`src/rtl/m2s_pkg.sv`:
```
package m2s_pkg;

  localparam int REG_AW = 3;

  localparam logic [REG_AW-1:0] REG_ADDR_LO = 3'd0;
  localparam logic [REG_AW-1:0] REG_ADDR_HI = 3'd1;
  localparam logic [REG_AW-1:0] REG_SIZE    = 3'd2;
  localparam logic [REG_AW-1:0] REG_CTRL    = 3'd3;
  localparam logic [REG_AW-1:0] REG_CSUM    = 3'd4;

  localparam int CTL_PAUSE_MEM  = 0;
  localparam int CTL_PAUSE_STRM = 1;
  localparam int CTL_FIXED      = 22;
  localparam int CTL_SWAP       = 23;

  typedef enum logic [1:0] {
    ST_IDLE,
    ST_FETCH,
    ST_PUSH
  } m2sState_t;

  typedef struct packed {
    logic loadSize;
    logic capture;
    logic advance;
  } m2sStrobe_t;

endpackage

```
`src/rtl/m2s_ctrl.sv`:
```
module m2s_ctrl
  import m2s_pkg::*;
(
  input  logic       clk,
  input  logic       rstN,
  input  logic       sizeWr,
  input  logic       sizeZeroWr,
  input  logic       sizeIsFinal,
  input  logic       lastFlag,
  input  logic       paused,
  input  logic       memRspValid,
  input  logic       memRspErr,
  input  logic       strmReady,
  output m2sStrobe_t strobe,
  output logic       busy,
  output logic       memReq,
  output logic       strmValid,
  output logic       strmLast,
  output logic       evDone,
  output logic       evMemDone,
  output logic       evRdErr,
  output logic       evBadAccess
);

  m2sState_t stateQ;

  always_comb begin
    busy            = (stateQ != ST_IDLE);
    memReq          = (stateQ == ST_FETCH) && !paused;
    strmValid       = (stateQ == ST_PUSH);
    strmLast        = strmValid && lastFlag && sizeIsFinal;
    strobe.loadSize = sizeWr && (stateQ == ST_IDLE);
    strobe.capture  = memReq && memRspValid;
    strobe.advance  = strmValid && strmReady;
  end

  always_ff @(posedge clk) begin
    if (!rstN) begin
      stateQ      <= ST_IDLE;
      evDone      <= 1'b0;
      evMemDone   <= 1'b0;
      evRdErr     <= 1'b0;
      evBadAccess <= 1'b0;
    end else begin
      evDone      <= 1'b0;
      evMemDone   <= 1'b0;
      evRdErr     <= 1'b0;
      evBadAccess <= sizeWr && (stateQ != ST_IDLE);
      case (stateQ)
        ST_IDLE: begin
          if (strobe.loadSize) begin
            if (sizeZeroWr) begin
              evDone    <= 1'b1;
              evMemDone <= 1'b1;
            end else begin
              stateQ <= ST_FETCH;
            end
          end
        end
        ST_FETCH: begin
          if (strobe.capture) begin
            evRdErr <= memRspErr;
            stateQ  <= ST_PUSH;
          end
        end
        ST_PUSH: begin
          if (strobe.advance) begin
            if (sizeIsFinal) begin
              evDone    <= 1'b1;
              evMemDone <= 1'b1;
              stateQ    <= ST_IDLE;
            end else begin
              stateQ <= ST_FETCH;
            end
          end
        end
        default: stateQ <= ST_IDLE;
      endcase
    end
  end


  pause_blocks_req_chk: assert property (@(posedge clk) disable iff (!rstN)
    paused |-> !memReq);


  start_sets_busy_chk: assert property (@(posedge clk) disable iff (!rstN)
    (sizeWr && !busy && !sizeZeroWr) |=> busy);


  zero_size_done_chk: assert property (@(posedge clk) disable iff (!rstN)
    (sizeWr && !busy && sizeZeroWr) |=> (evDone && evMemDone && !busy));


  finish_events_chk: assert property (@(posedge clk) disable iff (!rstN)
    $fell(busy) |-> (evDone && evMemDone));


  busy_write_flag_chk: assert property (@(posedge clk) disable iff (!rstN)
    (sizeWr && busy) |=> evBadAccess);

endmodule

```
`src/rtl/m2s_datapath.sv`:
```
module m2s_datapath
  import m2s_pkg::*;
#(
  parameter int DATA_W  = 32,
  parameter int LO_W    = 32,
  parameter int HI_W    = 17,
  parameter int SIZE_HI = 28,
  localparam int WADDR_W = LO_W - 2 + HI_W,
  localparam int SIZE_W  = SIZE_HI - 1,
  localparam int NBYTES  = DATA_W / 8
)(
  input  logic                 clk,
  input  logic                 rstN,
  input  logic                 regWrEn,
  input  logic [REG_AW-1:0]    regWrAddr,
  input  logic [DATA_W-1:0]    regWrData,
  input  logic [REG_AW-1:0]    regRdAddr,
  output logic [DATA_W-1:0]    regRdData,
  input  m2sStrobe_t           strobe,
  input  logic [DATA_W-1:0]    memRspData,
  output logic [WADDR_W+1:0]   memAddr,
  output logic [DATA_W-1:0]    strmData,
  output logic                 sizeZeroWr,
  output logic                 sizeIsFinal,
  output logic                 lastFlag,
  output logic                 paused
);

  logic [WADDR_W-1:0] wordAddrQ;
  logic [SIZE_W-1:0]  sizeQ;
  logic               lastFlagQ;
  logic               fixedQ, swapQ, pauseMemQ, pauseStrmQ;
  logic [DATA_W-1:0]  csumQ;
  logic [DATA_W-1:0]  wordQ;
  logic [DATA_W-1:0]  swapped;
  logic               addrWr;

  genvar gi;
  generate
    for (gi = 0; gi < NBYTES; gi++) begin : g_rev
      assign swapped[8*gi +: 8] = memRspData[8*(NBYTES-1-gi) +: 8];
    end
  endgenerate

  assign addrWr      = regWrEn && ((regWrAddr == REG_ADDR_LO) || (regWrAddr == REG_ADDR_HI));
  assign sizeZeroWr  = (regWrData[SIZE_HI:2] == '0);
  assign sizeIsFinal = (sizeQ == SIZE_W'(1));
  assign lastFlag    = lastFlagQ;
  assign paused      = pauseMemQ || pauseStrmQ;
  assign memAddr     = {wordAddrQ, 2'b00};
  assign strmData    = wordQ;

  always_ff @(posedge clk) begin
    if (!rstN) begin
      wordAddrQ  <= '0;
      sizeQ      <= '0;
      lastFlagQ  <= 1'b0;
      fixedQ     <= 1'b0;
      swapQ      <= 1'b0;
      pauseMemQ  <= 1'b0;
      pauseStrmQ <= 1'b0;
      csumQ      <= '0;
      wordQ      <= '0;
    end else begin
      if (regWrEn && regWrAddr == REG_ADDR_LO)
        wordAddrQ[LO_W-3:0] <= regWrData[LO_W-1:2];
      if (regWrEn && regWrAddr == REG_ADDR_HI)
        wordAddrQ[WADDR_W-1 -: HI_W] <= regWrData[HI_W-1:0];
      if (regWrEn && regWrAddr == REG_CTRL) begin
        pauseMemQ  <= regWrData[CTL_PAUSE_MEM];
        pauseStrmQ <= regWrData[CTL_PAUSE_STRM];
        fixedQ     <= regWrData[CTL_FIXED];
        swapQ      <= regWrData[CTL_SWAP];
      end
      if (strobe.loadSize) begin
        sizeQ     <= regWrData[SIZE_HI:2];
        lastFlagQ <= regWrData[0];
      end
      if (strobe.capture) begin
        wordQ <= swapQ ? swapped : memRspData;
        csumQ <= csumQ + memRspData;
      end
      if (regWrEn && regWrAddr == REG_CSUM)
        csumQ <= regWrData;
      if (strobe.advance) begin
        sizeQ <= sizeQ - SIZE_W'(1);
        if (!fixedQ && !addrWr)
          wordAddrQ <= wordAddrQ + WADDR_W'(1);
      end
    end
  end

  always_comb begin
    regRdData = '0;
    case (regRdAddr)
      REG_ADDR_LO: regRdData = DATA_W'({wordAddrQ[LO_W-3:0], 2'b00});
      REG_ADDR_HI: regRdData = DATA_W'(wordAddrQ[WADDR_W-1 -: HI_W]);
      REG_SIZE:    regRdData = DATA_W'({sizeQ, 1'b0, lastFlagQ});
      REG_CTRL: begin
        regRdData[CTL_PAUSE_MEM]  = pauseMemQ;
        regRdData[CTL_PAUSE_STRM] = pauseStrmQ;
        regRdData[CTL_FIXED]      = fixedQ;
        regRdData[CTL_SWAP]       = swapQ;
      end
      REG_CSUM:    regRdData = csumQ;
      default:     regRdData = '0;
    endcase
  end


  size_step_chk: assert property (@(posedge clk) disable iff (!rstN)
    strobe.advance |=> (sizeQ == $past(sizeQ) - SIZE_W'(1)));


  addr_step_chk: assert property (@(posedge clk) disable iff (!rstN)
    (strobe.advance && !fixedQ && !addrWr) |=> (memAddr == $past(memAddr) + (WADDR_W+2)'(4)));


  addr_hold_chk: assert property (@(posedge clk) disable iff (!rstN)
    (strobe.advance && fixedQ && !addrWr) |=> $stable(memAddr));

endmodule

```
`src/rtl/m2s_dma_engine.sv`:
```
module m2s_dma_engine
  import m2s_pkg::*;
(
  input  logic        clk,
  input  logic        rstN,
  input  logic        regWrEn,
  input  logic [2:0]  regWrAddr,
  input  logic [31:0] regWrData,
  input  logic [2:0]  regRdAddr,
  output logic [31:0] regRdData,
  output logic        memReq,
  output logic [48:0] memAddr,
  input  logic        memRspValid,
  input  logic [31:0] memRspData,
  input  logic        memRspErr,
  output logic        strmValid,
  input  logic        strmReady,
  output logic [31:0] strmData,
  output logic        strmLast,
  output logic        busy,
  output logic        evDone,
  output logic        evMemDone,
  output logic        evRdErr,
  output logic        evBadAccess
);

  m2sStrobe_t strobe;
  logic       sizeWr, sizeZeroWr, sizeIsFinal, lastFlag, paused;

  assign sizeWr = regWrEn && (regWrAddr == REG_SIZE);

  m2s_ctrl u_ctrl (
    .clk(clk), .rstN(rstN), .sizeWr(sizeWr), .sizeZeroWr(sizeZeroWr),
    .sizeIsFinal(sizeIsFinal), .lastFlag(lastFlag), .paused(paused),
    .memRspValid(memRspValid), .memRspErr(memRspErr), .strmReady(strmReady),
    .strobe(strobe), .busy(busy), .memReq(memReq), .strmValid(strmValid),
    .strmLast(strmLast), .evDone(evDone), .evMemDone(evMemDone),
    .evRdErr(evRdErr), .evBadAccess(evBadAccess)
  );

  m2s_datapath #(.DATA_W(32), .LO_W(32), .HI_W(17), .SIZE_HI(28)) u_dp (
    .clk(clk), .rstN(rstN), .regWrEn(regWrEn), .regWrAddr(regWrAddr),
    .regWrData(regWrData), .regRdAddr(regRdAddr), .regRdData(regRdData),
    .strobe(strobe), .memRspData(memRspData), .memAddr(memAddr),
    .strmData(strmData), .sizeZeroWr(sizeZeroWr), .sizeIsFinal(sizeIsFinal),
    .lastFlag(lastFlag), .paused(paused)
  );


  last_with_valid_chk: assert property (@(posedge clk) disable iff (!rstN)
    (strmLast && strmReady) |=> !busy);


  err_one_pulse_chk: assert property (@(posedge clk) disable iff (!rstN)
    evRdErr |=> !evRdErr);

endmodule

```
`config.mk`:
```
export PLATFORM = sky130hd
export DESIGN_NAME = m2s_dma_engine
export DESIGN_NICKNAME = d
export VERILOG_FILES = /design/src/rtl/m2s_pkg.sv /design/src/rtl/m2s_ctrl.sv /design/src/rtl/m2s_datapath.sv /design/src/rtl/m2s_dma_engine.sv
export SDC_FILE = /design/constraint.sdc
export NUM_CORES = 1
export LEC_CHECK = 0
export BUFFER_PORTS_ARGS = -buffer_cell sky130_fd_sc_hd__buf_4
export CORE_MARGIN = 8
export CORE_UTILIZATION = 40
export DETAILED_ROUTE_END_ITERATION = 8
export HOLD_SLACK_MARGIN = 0.12
export SLEW_MARGIN = 30
export SYNTH_ARGS = -nofsm -noshare
export SYNTH_HDL_FRONTEND = slang
export SYNTH_SLANG_ARGS = --single-unit
```
`constraint.sdc`:
```
create_clock -name clk -period 3.1 [get_ports clk]
set_input_delay 0.155 -clock clk [delete_from_list [all_inputs] [get_ports clk]]
set_output_delay 0.155 -clock clk [all_outputs]
set_load 0.01 [all_outputs]
```
After elaboration in Yosys (flattened, before gate mapping)
Cells that the tools add are included.
{"block": "classes", "mux": 24, "bitwise": 0, "eq_ne": 15, "n_reduce_logical": 28, "div": 0, "add_sub_neg": 3, "shifts": 0, "multipliers": 0, "n_lt_le_gt_ge": 0}
{"operator": "two-way mux 32 bit", "count": 3}
{"operator": "two-way mux 47 bit", "count": 2}
{"operator": "case mux 20 bit (4 select lines)", "count": 1}
{"operator": "two-way mux 27 bit", "count": 2}
{"operator": "adder 47 x 1 -> 47 bit (second input constant)", "count": 1}
{"operator": "adder 32 bit", "count": 1}
{"operator": "two-way mux 30 bit", "count": 1}
{"operator": "equality test 27 x 1 -> 1 bit (second input constant)", "count": 1}
{"operator": "logical NOT 27 bit", "count": 1}
{"operator": "subtractor 27 x 1 -> 27 bit (second input constant)", "count": 1}
{"operator": "case mux 8 bit (3 select lines)", "count": 1}
{"operator": "two-way mux 17 bit", "count": 1}
{"operator": "case mux 2 bit (4 select lines)", "count": 2}
{"operator": "logical AND 1 bit", "count": 14}
{"operator": "equality test 3 x 2 -> 1 bit (second input constant)", "count": 4}
{"operator": "two-way mux 2 bit", "count": 4}
{"operator": "equality test 3 x 1 -> 1 bit (second input constant)", "count": 2}
{"operator": "equality test 3 bit (second input constant)", "count": 2}
{"operator": "logical NOT 3 bit", "count": 2}
{"operator": "inequality test 2 bit (second input constant)", "count": 3}
{"operator": "case mux 2 bit (3 select lines)", "count": 1}
{"operator": "nonzero test 2 bit", "count": 3}
{"operator": "two-way mux 1 bit", "count": 5}
{"operator": "AND reduction 4 bit", "count": 1}
{"operator": "8 further kinds", "count": 11}
{"block": "word_totals", "memories": 0, "out_inout_bits": 121, "latch_bits": 0, "rom_bits": 0, "input_bits": 76, "reg_bits": 148, "elab_cells": 83, "mem_bits_rw": 0}

Longest topological paths before layout
Gate-level depths: netlist of the first run.
{"block": "depth", "depth_word": 7, "ltp_mapped": 10, "mapped_depth_nobuf": 10}

By module
Synthesis of the first run repeated with hierarchy kept, for this count alone.
{"block": "unflattened", "hier_cells": 1275, "hier_area_um2": 9868.2}
{"mod": "m2s_datapath", "area_per_inst_um2": 9606.7, "cells_per_inst": 1246, "seq_area_each_um2": 2862.7, "n_inst": 1}
{"mod": "m2s_ctrl", "area_per_inst_um2": 249.0, "cells_per_inst": 28, "seq_area_each_um2": 100.1, "n_inst": 1}
{"mod": "m2s_dma_engine", "area_per_inst_um2": 12.5, "cells_per_inst": 1, "seq_area_each_um2": 0.0, "n_inst": 1}

Worst setup path before layout of the first run
OpenSTA, ideal clock, no wires.
{"block": "synth_timing", "path_type": "register -> register", "startpoint": "reg u_dp.csumQ[0]", "endpoint": "reg u_dp.csumQ[28]", "path_slack_ps": 559, "synth_period_minus_slack_ps": 2541, "path_stages_with_launch": 11, "n_path_buf": 0, "t_required_ps": 2980, "setup_time_ps": 120, "arrival_ps": 2422, "cell_sequence": "dfxtp_1 ha_1 fa_1 a21o_1 a22o_1 a211oi_1 a211o_1 a211oi_1 a211oi_1 nor4b_1 a211o_1"}
{"block": "synth_via", "elab_chain_len": 3}
{"element": "from (decl)", "line": "m2s_datapath.sv:33", "text": "logic [DATA_W-1:0] csumQ;"}
{"element": "from (signal assigned)", "line": "m2s_datapath.sv:81", "text": "csumQ <= csumQ + memRspData;"}
{"element": "from (signal assigned)", "line": "m2s_datapath.sv:84", "text": "csumQ <= regWrData;"}
{"element": "adder 32 bit", "line": "m2s_datapath.sv:81"}
{"element": "two-way mux 32 bit", "line": "m2s_datapath.sv:79", "text": "if (strobe.capture) begin"}
{"element": "two-way mux 32 bit", "line": "m2s_datapath.sv:83", "text": "if (regWrEn && regWrAddr == REG_CSUM)"}
Every way passes these cells. The select of a mux whose other input is x is not followed.
A chain may end at the register's enable or synchronous reset.

Worst setup path in the final report of the first run
{"block": "layout_timing", "startpoint": "reg u_dp.sizeQ[2]", "endpoint": "out strmLast"}
{"block": "layout_via", "elab_chain_len": 2}
{"element": "from (decl)", "line": "m2s_datapath.sv:30", "text": "logic [SIZE_W-1:0] sizeQ;"}
{"element": "from (signal assigned)", "line": "m2s_datapath.sv:76", "text": "sizeQ <= regWrData[SIZE_HI:2];"}
{"element": "from (signal assigned)", "line": "m2s_datapath.sv:86", "text": "sizeQ <= sizeQ - SIZE_W'(1);"}
{"element": "equality test 27 x 1 -> 1 bit", "line": "m2s_datapath.sv:47", "text": "assign sizeIsFinal = (sizeQ == SIZE_W'(1));"}
{"element": "logical AND 1 bit", "line": "m2s_ctrl.sv:31", "text": "strmLast = strmValid && lastFlag && sizeIsFinal;"}
{"element": "to (decl)", "line": "m2s_dma_engine.sv:19", "text": "output logic strmLast,"}
Every way passes these cells.

==> impl_metrics.tcl, run 1 <==
set metrics [dict create \
    cts_tree "yes" \
    cts_buffers 17 \
    initial_core_util_pct 40.4 \
    clkTransAtPathRegs_ns 0.07 \
    status "finished, final reports clean" \
    nNetsFinal 1602 \
    r2r_slack_ns 0.28 \
    cp_max_fo 8 \
    placed_cells 1729 \
    slowest_delay_ns 0.58 \
    syn_to_final_growth_pct 31.4 \
    r2r_end "u_dp.csumQ[28]$_SDFFE_PN0P_" \
    combPwrFrac_pct 19.4 \
    p_int_mw 3.44 \
    num_antenna_cells 0 \
    yosys_warnings 0 \
    hp-start "memRspData[19]" \
    boundaryPins 197 \
    drt_iter0_drc 1222 \
    synthAdderAreaFrac_pct 4.57 \
    worstSetupPathType "reg -> out" \
    cpMostUsedCell "or4_4" \
    root_buffer "clkbuf_16" \
    synthSimpleGateAreaFrac_pct 23.6 \
    track_usage_pct 29.2 \
    hold_end "u_dp.strmData[19]$_SDFFE_PN0P_" \
    hp-class "in -> reg" \
    grt_pass1_wl_mm 65.6 \
    synth_compound_area_share_pct 28.3 \
    most-common-layout-cells "235 x buf_4, 150 x nor2_1, 147 x dfxtp_1" \
    synthCells 1270 \
    synth.ff_latch_count 148 \
    rsz0062_at_grt "no" \
    yosys-top-cells-area "dfxtp_1 30%, a21oi_1 7.1%, nor2_1 5.8%" \
    syn-cell-area_sq_mm 0.00974 \
    synth_mux_area_share_pct 5.58 \
    path_cells "or4_4 > or4_4 > nor3_4 > nand4b_1 > inv_1 > and3_1 > buf_4" \
    fp-row-count 57 \
    synthXorXnorAreaFrac_pct 2.97 \
    die_width_um 172 \
    relSlewSlack_pct 37.4 \
    clock-sinks 148 \
    critPathBufInv 2 \
    grt.overflow.total 0 \
    setup_viol 0 \
    synth_edf_count 0 \
    skew_ns 0.0106 \
    final_area_sq_mm 0.0128 \
    swShare_pct 31.5 \
    hold_viol 0 \
    critPathArrivalTime_ns 2.82 \
    fmax_ghz 0.336 \
    ys_seq_area_share_pct 30.4 \
    drc 0 \
    slew_viol_final 0 \
    dr.pass1.iters 6 \
    vdd_drop_max_uv 289 \
    synthFlopType "dfxtp_1" \
    fin_util_pct 53.1 \
    die_area_sq_mm 0.0296 \
    wl_mm 44.1 \
    die_y_um 172 \
    p_sw_mw 1.58 \
    antenna_found_initial 0 \
    drv_cap 0 \
    reg2reg_from "u_dp.csumQ[0]$_SDFFE_PN0P_" \
    core-area_sq_mm 0.0241 \
    fin_crit_sh_pct 96.1 \
    pwr_density_cell_mw_per_mm2 393 \
    clk_latency_ns 0.43 \
    ant_nets 0 \
    yosysUniqueCellTypes 78 \
    cpLargestDelayFamily "simple AND/OR/NAND/NOR gates" \
    hpwl_mm 32.6 \
    cp-start-kind "flop" \
    routed-via-count 11256 \
    clockBufferDepth 2 \
    hold_slack_ns 0.133 \
    finalWorstPathRequiredPeriod_ns 2.98 \
    drive_gt1_share_pct 20.0 \
    h-tree-depth 4 \
    fin_setup_tns_ns 0 \
    numPortBuffers 194 \
    place_area_sq_mm 0.0116 \
    wire_per_inst_um 24.1 \
    clkPwrFrac_pct 40.0 \
    slowest_stage "or4_4" \
    postSynthAreaPerCell_sq_um 7.67 \
    crit_path_end_kind "primary output" \
    hold_depth 3 \
    pwr-share-seq_pct 40.5 \
    final_common_cell "buf_4" \
    synth_top_area_share_pct 30.4 \
    grt_pass1_vias 10503 \
    yosys.area.top_type "dfxtp_1" \
    worst_ep_required_time_ns 2.94 \
    fin_cells 1828 \
    grt_start_max_net_pins 52 \
    ys_async_sr_fraction_pct 0 \
    synth_top_family_by_area "compound AO/OA/AOI/OAI gates" \
    reg2reg_depth 10 \
    vias_per_cell 6.16 \
    gp_congestion 1.00 \
    tightest_slew_ns 0.938 \
    power.static_leakage_nw 5.17 \
]
final cells by class:
type | count | area (sq um)
inverter | 12 | 47.5
clock inverter | 14 | 119
fill | 2353 | 11300
timing repair buffer | 300 | 2430
clock buffer | 18 | 439
sequential | 148 | 2960
multi-input combinational | 1012 | 6380
tap | 324 | 405
kinds of logic (layout without fill, tap and decap cells):
logic type | after synthesis | after routing
AOI/OAI and AO/OA | 421 | 421
xor gates and xnor gates | 33 | 33
adders and majority gates | 35 | 35
buffers and inverters | 111 | 344
DFF | 148 | 148
muxes | 54 | 54
other | 1 | 2
and+or+nand+nor | 467 | 467
sequential cells by signal, indices dropped and copies added (netlist names), 2 cells and up:
signal          cells
u_dp.wordAddrQ     47
u_dp.csumQ         32
u_dp.strmData      32
u_dp.sizeQ         27
u_ctrl.stateQ       2
power by group through the flow:
stage | clock, mW | combinational, mW | sequential [mW]
5_1_grt | 2.11 | 1.05 | 2.04
4_1_cts | 2.04 | 0.936 | 2.03
3_5_place_dp | 0 | 0.866 | 2.08
6_report | 2.01 | 0.976 | 2.04
3_3_place_gp | 0 | 0.866 | 2.08
2_1_floorplan | 0 | 0.485 | 2.06
worst register-to-register path, delay by kind of cell, from the launching register on:
family,cells,cell delay [ns]
and+or+nand+nor,1,0.09
DFF,1,0.33
AOI/OAI and AO/OA,7,1.63
adders and majority gates,2,0.66
synthesized netlist by cell type, types with 5 or more instances:
master and number:
a31oi_1 25, nand2b_1 5, nor3_1 31, xor2_1 12, buf_1 5, a221o_1 16, and4_1 5, a311oi_1 7
inv_1 12, nor4_1 13, o21ai_0 60, mux2i_1 52, nand3_1 41, nand4_1 21, o211ai_1 10, or3_1 10
a22o_1 21, a21o_1 16, o31ai_1 8, nor2_1 150, dfxtp_1 148, nor3b_1 9, clkbuf_1 88, a22oi_1 12
a21oi_1 139, xnor2_1 21, nand2_1 107, nor2b_1 6, o22ai_1 12, a221oi_1 10, and3_1 30, a211oi_1 43
and2_1 12, ha_1 34
metrics by stage:
| stage | power (mW) | setup slack, ns |
|---|---|---|
| 4_1_cts | 5.01 | 0.0163 |
| 3_3_place_gp | 2.94 | 0.224 |
| 2_1_floorplan | 2.54 | 0.559 |
| 3_5_place_dp | 2.94 | 0.199 |
| 6_report | 5.02 | 0.122 |
| 5_1_grt | 5.19 | 0.0232 |
repair_timing:
item / 4_1_cts / 5_1_grt
endpoints found under the setup margin: 0 / 5
setup buffers: 0 / 4
hold buffers: 63 / 0
hold endpoints to repair: 100 / 0
resized for setup: 0 / 2
how the worst max path moves through the flow:
stage,to,slack [ns],from,depth (start not counted)
3_3_place_gp,u_dp.csumQ[28]$_SDFFE_PN0P_,0.22,u_dp.csumQ[0]$_SDFFE_PN0P_,10
6_report,strmLast,0.12,u_dp.sizeQ[2]$_SDFFE_PN0P_,7
3_5_place_dp,u_dp.csumQ[28]$_SDFFE_PN0P_,0.20,u_dp.csumQ[0]$_SDFFE_PN0P_,10
4_1_cts,strmLast,0.02,u_dp.sizeQ[2]$_SDFFE_PN0P_,7
5_1_grt,strmLast,0.02,u_dp.sizeQ[2]$_SDFFE_PN0P_,7
2_1_floorplan,u_dp.csumQ[28]$_SDFFE_PN0P_,0.56,u_dp.csumQ[0]$_SDFFE_PN0P_,10
per-layer routing:
layer	track usage (%)	part of all wire, %	vias to the layer above
met1	38.3	42	5365
met5	0	0	-
met3	5.64	9.2	109
met2	45.8	45	574
li1	-	-	5208
met4	12.9	4.4	0
(Power assumes the default switching activity.)
==> run 2: changes to the inputs <==
--- a/constraint.sdc
+++ b/constraint.sdc
@@ -3,2 +3,2 @@
 set_output_delay 0.155 -clock clk [all_outputs]
-set_load 0.01 [all_outputs]
+set_load 0.005 [all_outputs]
==> run 2 against run 1 <==
Sequential power barely moved. Via count barely moved. Clock-buffer cell count rose by 1. Clock skew rose by 0.0016 ns. Combinational power fell by 2.6%. Worst hold slack got worse by 0.0057 ns. Critical endpoint unchanged. Largest cell class unchanged. Largest power group is now the clock network.
==> impl_metrics.tcl, run 2 (synthesized netlist as in run 1, its figures left out) <==
set metrics [dict create \
    fillCellCount 2369 \
    cp-start-kind "flop" \
    fin_crit_sh_pct 96.8 \
    grt.overflow.total 0 \
    most-common-layout-cells "235 x buf_4, 150 x nor2_1, 147 x dfxtp_1" \
    slew_viol_final 0 \
    fmax_ghz 0.333 \
    tightest_slew_ns 0.918 \
    grt_start_max_net_pins 90 \
    regArea_sq_mm 0.00296 \
    core-area_sq_mm 0.0241 \
    gr-usage-met3_pct 6.10 \
    die_area_sq_mm 0.0296 \
    vias_per_cell 6.17 \
    die_y_um 172 \
    clk_latency_ns 0.43 \
    gp_congestion 0.971 \
    h-tree-depth 4 \
    slowest_stage "or4_1" \
    drt_iter0_drc 1337 \
    multi_input_area_sq_mm 0.00638 \
    hp-class "in -> reg" \
    hold_viol 0 \
    fin_cells 1826 \
    drive_gt1_share_pct 19.9 \
    slowest_delay_ns 0.59 \
    worst_ep_required_time_ns 2.94 \
    fin_setup_tns_ns 0 \
    worstSetupPathType "reg -> out" \
    wire_per_inst_um 24.3 \
    power.static_leakage_nw 5.18 \
    cts_tree "yes" \
    num_antenna_cells 0 \
    path_cells "or4_4 > or4_1 > nor3_4 > nand4b_1 > inv_1 > and3_1 > buf_4" \
    root_buffer "clkbuf_16" \
    final_common_cell "buf_4" \
    skew_ns 0.0122 \
    antenna_found_initial 0 \
    track_usage_pct 29.4 \
    final_area_sq_mm 0.0129 \
    finalWorstPathRequiredPeriod_ns 3.00 \
    crit_path_end_kind "primary output" \
    wl_mm 44.3 \
    largest_reg_flops 47 \
    p_total_mw 5.29 \
    placed_cells 1730 \
    drc 0 \
    cp_max_fo 8 \
    pre_cts_ws_ns 0.195 \
    clockBufferDepth 2 \
    status "finished, final reports clean" \
    fin_util_pct 53.3 \
    hold_slack_ns 0.127 \
    setup_viol 0 \
    clock-sinks 148 \
    busiest_layer "met2" \
    setup_ws_ns 0.0986 \
    grt_pass1_vias 10637 \
    relSlewSlack_pct 38.8 \
    grtUsageMet2_pct 46.6 \
    cts_buffers 17 \
    routed-via-count 11262 \
    boundaryPins 197 \
    hpwl_mm 32.5 \
    place_area_sq_mm 0.0116 \
    grt_use_met1_pct 38.1 \
    critPathArrivalTime_ns 2.85 \
    nNetsFinal 1600 \
    pwr_density_cell_mw_per_mm2 412 \
    syn_to_final_growth_pct 32.0 \
    numPortBuffers 194 \
    dr.pass1.iters 7 \
    grt_pass1_wl_mm 65.8 \
    die_width_um 172 \
    vdd_drop_max_uv 309 \
    clkTransAtPathRegs_ns 0.07 \
    fp-row-count 57 \
    regMostFlops "u_dp.wordAddrQ" \
    drv_cap 0 \
    ant_nets 0 \
    initial_core_util_pct 40.4 \
]
-- run 2: cell count changes in the layout (fill, tap and decap cells not counted), sizes merged --
cell         delta
dlygate4sd3     -2
clkinv          -3
clkbuf          +1
clkinvlp        +1
bufinv          +4
inv             -3
-- run 2: area by class of cell --
class | instances | share of cell area (%)
Clock buffer | 19 | 3.45
Timing Repair Buffer | 298 | 18.8
Inverter | 12 | 0.370
Sequential cell | 148 | 23.1
Multi-Input combinational cell | 1012 | 49.6
Tap cell | 324 | 3.15
Clock inverter | 13 | 1.54
-- run 2: layer usage --
metal  up-vias  share of wire (%)
met1      5391                 41
li1       5204                  -
met2       574                 45
met3        93                9.8
met5         -                  0
met4         0                4.1
-- run 2: final timing paths --
check             cells past startpoint  slack [ns]                  startpoint                            end
setup / recovery                      7         0.1  u_dp.sizeQ[2]$_SDFFE_PN0P_                       strmLast
hold / removal                        3        0.13               memRspData[8]  u_dp.strmData[8]$_SDFFE_PN0P_
setup reg to reg                     10        0.28  u_dp.csumQ[0]$_SDFFE_PN0P_    u_dp.csumQ[28]$_SDFFE_PN0P_
hold reg to reg                       2        0.48  u_dp.lastFlag$_SDFFE_PN0P_     u_dp.lastFlag$_SDFFE_PN0P_
-- run 2: report_power, final --
part           internal (mW)  leakage [nW]  total (mW)  switching, mW
sequential              1.96          1.20        2.04         0.0767
combinational          0.405          3.68       0.951          0.546
clock                   1.39         0.302        2.30          0.919
-- run 2: timing repair --
action,CTS,global route
hold buffers,61,0
endpoints found under the hold margin,98,0
endpoints found under the setup margin,0,5
buffers inserted,0,3
resized for setup,0,1
-- run 2: worst max-delay path: cells and delay by family (launching register included) --
| kind | cells | cell delay [ns] |
|---|---|---|
| and+or+nand+nor | 5 | 1.78 |
| DFF | 1 | 0.39 |
| buffers and inverters | 2 | 0.25 |
==> run 3: changes to the inputs <==
GPL_TIMING_DRIVEN = 0   (was default)
==> run 3 against run 2 <==
Via count is 5.0% higher. Register-to-register slack worse by 0.17 ns. Design area is 1.2% higher. Clock power is 4% lower. Critical endpoint unchanged. Die area stayed put. Global-route usage is 2.1 points higher. Maximum frequency is 1.8% lower. Clock-buffer cell count is 1 lower. Highest routed layer unchanged.
==> impl_metrics.tcl, run 3 (synthesized netlist as in run 1, its figures left out) <==
set metrics [dict create \
    hold_end "u_dp.strmData[9]$_SDFFE_PN0P_" \
    grt_pass1_wl_mm 69.6 \
    fillCellCount 2367 \
    clk_latency_ns 0.44 \
    cts_buffers 17 \
    hpwl_mm 36.1 \
    core-area_sq_mm 0.0241 \
    cp-start-kind "flop" \
    relSlewSlack_pct 37.9 \
    drv_cap 0 \
    final_common_cell "buf_4" \
    r2r_slack_ns 0.11 \
    vias_per_cell 6.24 \
    h-tree-depth 4 \
    place_area_sq_mm 0.0116 \
    skew_ns 0.0117 \
    slew_viol_final 0 \
    dr.pass1.iters 6 \
    drc 0 \
    fin_util_pct 54.0 \
    die_width_um 172 \
    regMostFlops "u_dp.wordAddrQ" \
    fin_crit_sh_pct 98.6 \
    initial_core_util_pct 40.4 \
    track_usage_pct 31.5 \
    root_buffer "clkbuf_16" \
    status "finished, final reports clean" \
    worstSetupPathType "reg -> out" \
    tightest_slew_ns 0.932 \
    routed-via-count 11825 \
    fmax_ghz 0.327 \
    rsz0062_at_grt "yes" \
    fp-row-count 57 \
    slowest_stage "or4_4" \
    most-common-layout-cells "193 x buf_4, 149 x nor2_1, 148 x dfxtp_1" \
    cp_max_fo 8 \
    ant_nets 0 \
    reg2reg_depth 10 \
    wire_per_inst_um 25.3 \
    grt_start_max_net_pins 17 \
    syn_to_final_growth_pct 33.6 \
    antenna_found_initial 2 \
    die_area_sq_mm 0.0296 \
    largest_reg_flops 47 \
    hp-start "memRspData[9]" \
    vdd_drop_max_uv 317 \
    critPathArrivalTime_ns 2.90 \
    grt.overflow.total 0 \
    cts_tree "yes" \
    hold_viol 0 \
    slowest_delay_ns 0.55 \
    final_area_sq_mm 0.0130 \
    wl_mm 47.9 \
    clock-sinks 148 \
    hold_depth 3 \
    clockBufferDepth 2 \
    drive_gt1_share_pct 16.7 \
    fin_cells 1894 \
    path_cells "buf_6 > or4_4 > or4_1 > buf_2 > nor3_4 > nand4b_1 > inv_1 > and3_1 > buf_4" \
    grt_pass1_vias 11003 \
    numPortBuffers 190 \
    hp-class "in -> reg" \
    setup_viol 0 \
    nNetsFinal 1666 \
    crit_path_end_kind "primary output" \
    reg2reg_from "u_dp.csumQ[0]$_SDFFE_PN0P_" \
    gp_congestion 0.995 \
    r2r_end "u_dp.csumQ[28]$_SDFFE_PN0P_" \
    clkTransAtPathRegs_ns 0.07 \
    boundaryPins 197 \
    drt_iter0_drc 1543 \
    finalWorstPathRequiredPeriod_ns 3.06 \
    placed_cells 1785 \
    power.static_leakage_nw 5.16 \
    postCtsSetupBuffers 0 \
    pwr_density_cell_mw_per_mm2 402 \
    worst_ep_required_time_ns 2.94 \
    die_y_um 172 \
]
==> run 3: how the worst max path moves through the flow <==
stage,start,end,slack [ns],cells after the start
final,u_dp.sizeQ[2]$_SDFFE_PN0P_,strmLast,0.04,9
after global routing,u_dp.sizeQ[2]$_SDFFE_PN0P_,strmLast,-0.07,9
after CTS,u_dp.sizeQ[18]$_SDFFE_PN0P_,strmLast,0.03,9
after detailed placement,u_dp.csumQ[0]$_SDFFE_PN0P_,u_dp.csumQ[26]$_SDFFE_PN0P_,-0.20,10
after global placement,u_dp.csumQ[0]$_SDFFE_PN0P_,u_dp.csumQ[26]$_SDFFE_PN0P_,-0.23,10
after floorplan,u_dp.csumQ[0]$_SDFFE_PN0P_,u_dp.csumQ[28]$_SDFFE_PN0P_,0.56,10
==> run 3: through the flow <==
| stage | power, mW | setup TNS (ns) | setup WS [ns] | hold slack (ns) |
|---|---|---|---|---|
| final | 5.22 | 0 | 0.0446 | 0.158 |
| after global routing | 5.37 | -0.0746 | -0.0746 | 0.157 |
| after CTS | 5.19 | 0 | 0.0301 | 0.125 |
| after detailed placement | 2.94 | -1.28 | -0.195 | 0.394 |
| after global placement | 2.94 | -0.716 | -0.227 | 0.398 |
| after floorplan | 2.53 | 0 | 0.559 | 0.291 |
==> run 3: timing repair <==
item | in CTS | in global routing
pin swaps | 0 | 2
cloned | 0 | 0
gates resized for setup | 2 | 10
hold endpoints to repair | 111 | 1
hold buffers | 73 | 1
setup endpoints to repair | 16 | 19
==> run 3: final cells by class <==
cell class,instances,area [sq um],share of cell area (%)
diodes,2,5.00,0.0385
multi-input cells,1012,6410,49.3
clock inverters,14,169,1.30
repair buffers,265,2180,16.7
inverters,12,45.0,0.346
plain buffers,99,394,3.03
flip-flops and latches,148,2960,22.8
well taps,324,405,3.12
clock buffers,18,439,3.38
==> run 3: routing by layer <==
metal / vias up / part of all wire [%] / global-route usage [%]
li1: 5333 / - / -
met1: 5645 / 41 / 41.9
met2: 723 / 44 / 48.7
met3: 124 / 10 / 6.67
met4: 0 / 4.3 / 13.4
met5: - / 0 / 0
==> run 3: worst max-delay path: cells and delay by family (launching register included) <==
kind	cells	cell delay, ns
buffers and inverters	4	0.54
AND/OR/NAND/NOR	5	1.61
flip-flops	1	0.31
==> run 3: where the power goes <==
| group | total, mW | internal [mW] | switching (mW) |
|---|---|---|---|
| logic | 0.975 | 0.396 | 0.579 |
| clock network | 2.21 | 1.24 | 0.971 |
| registers | 2.04 | 1.96 | 0.0805 |
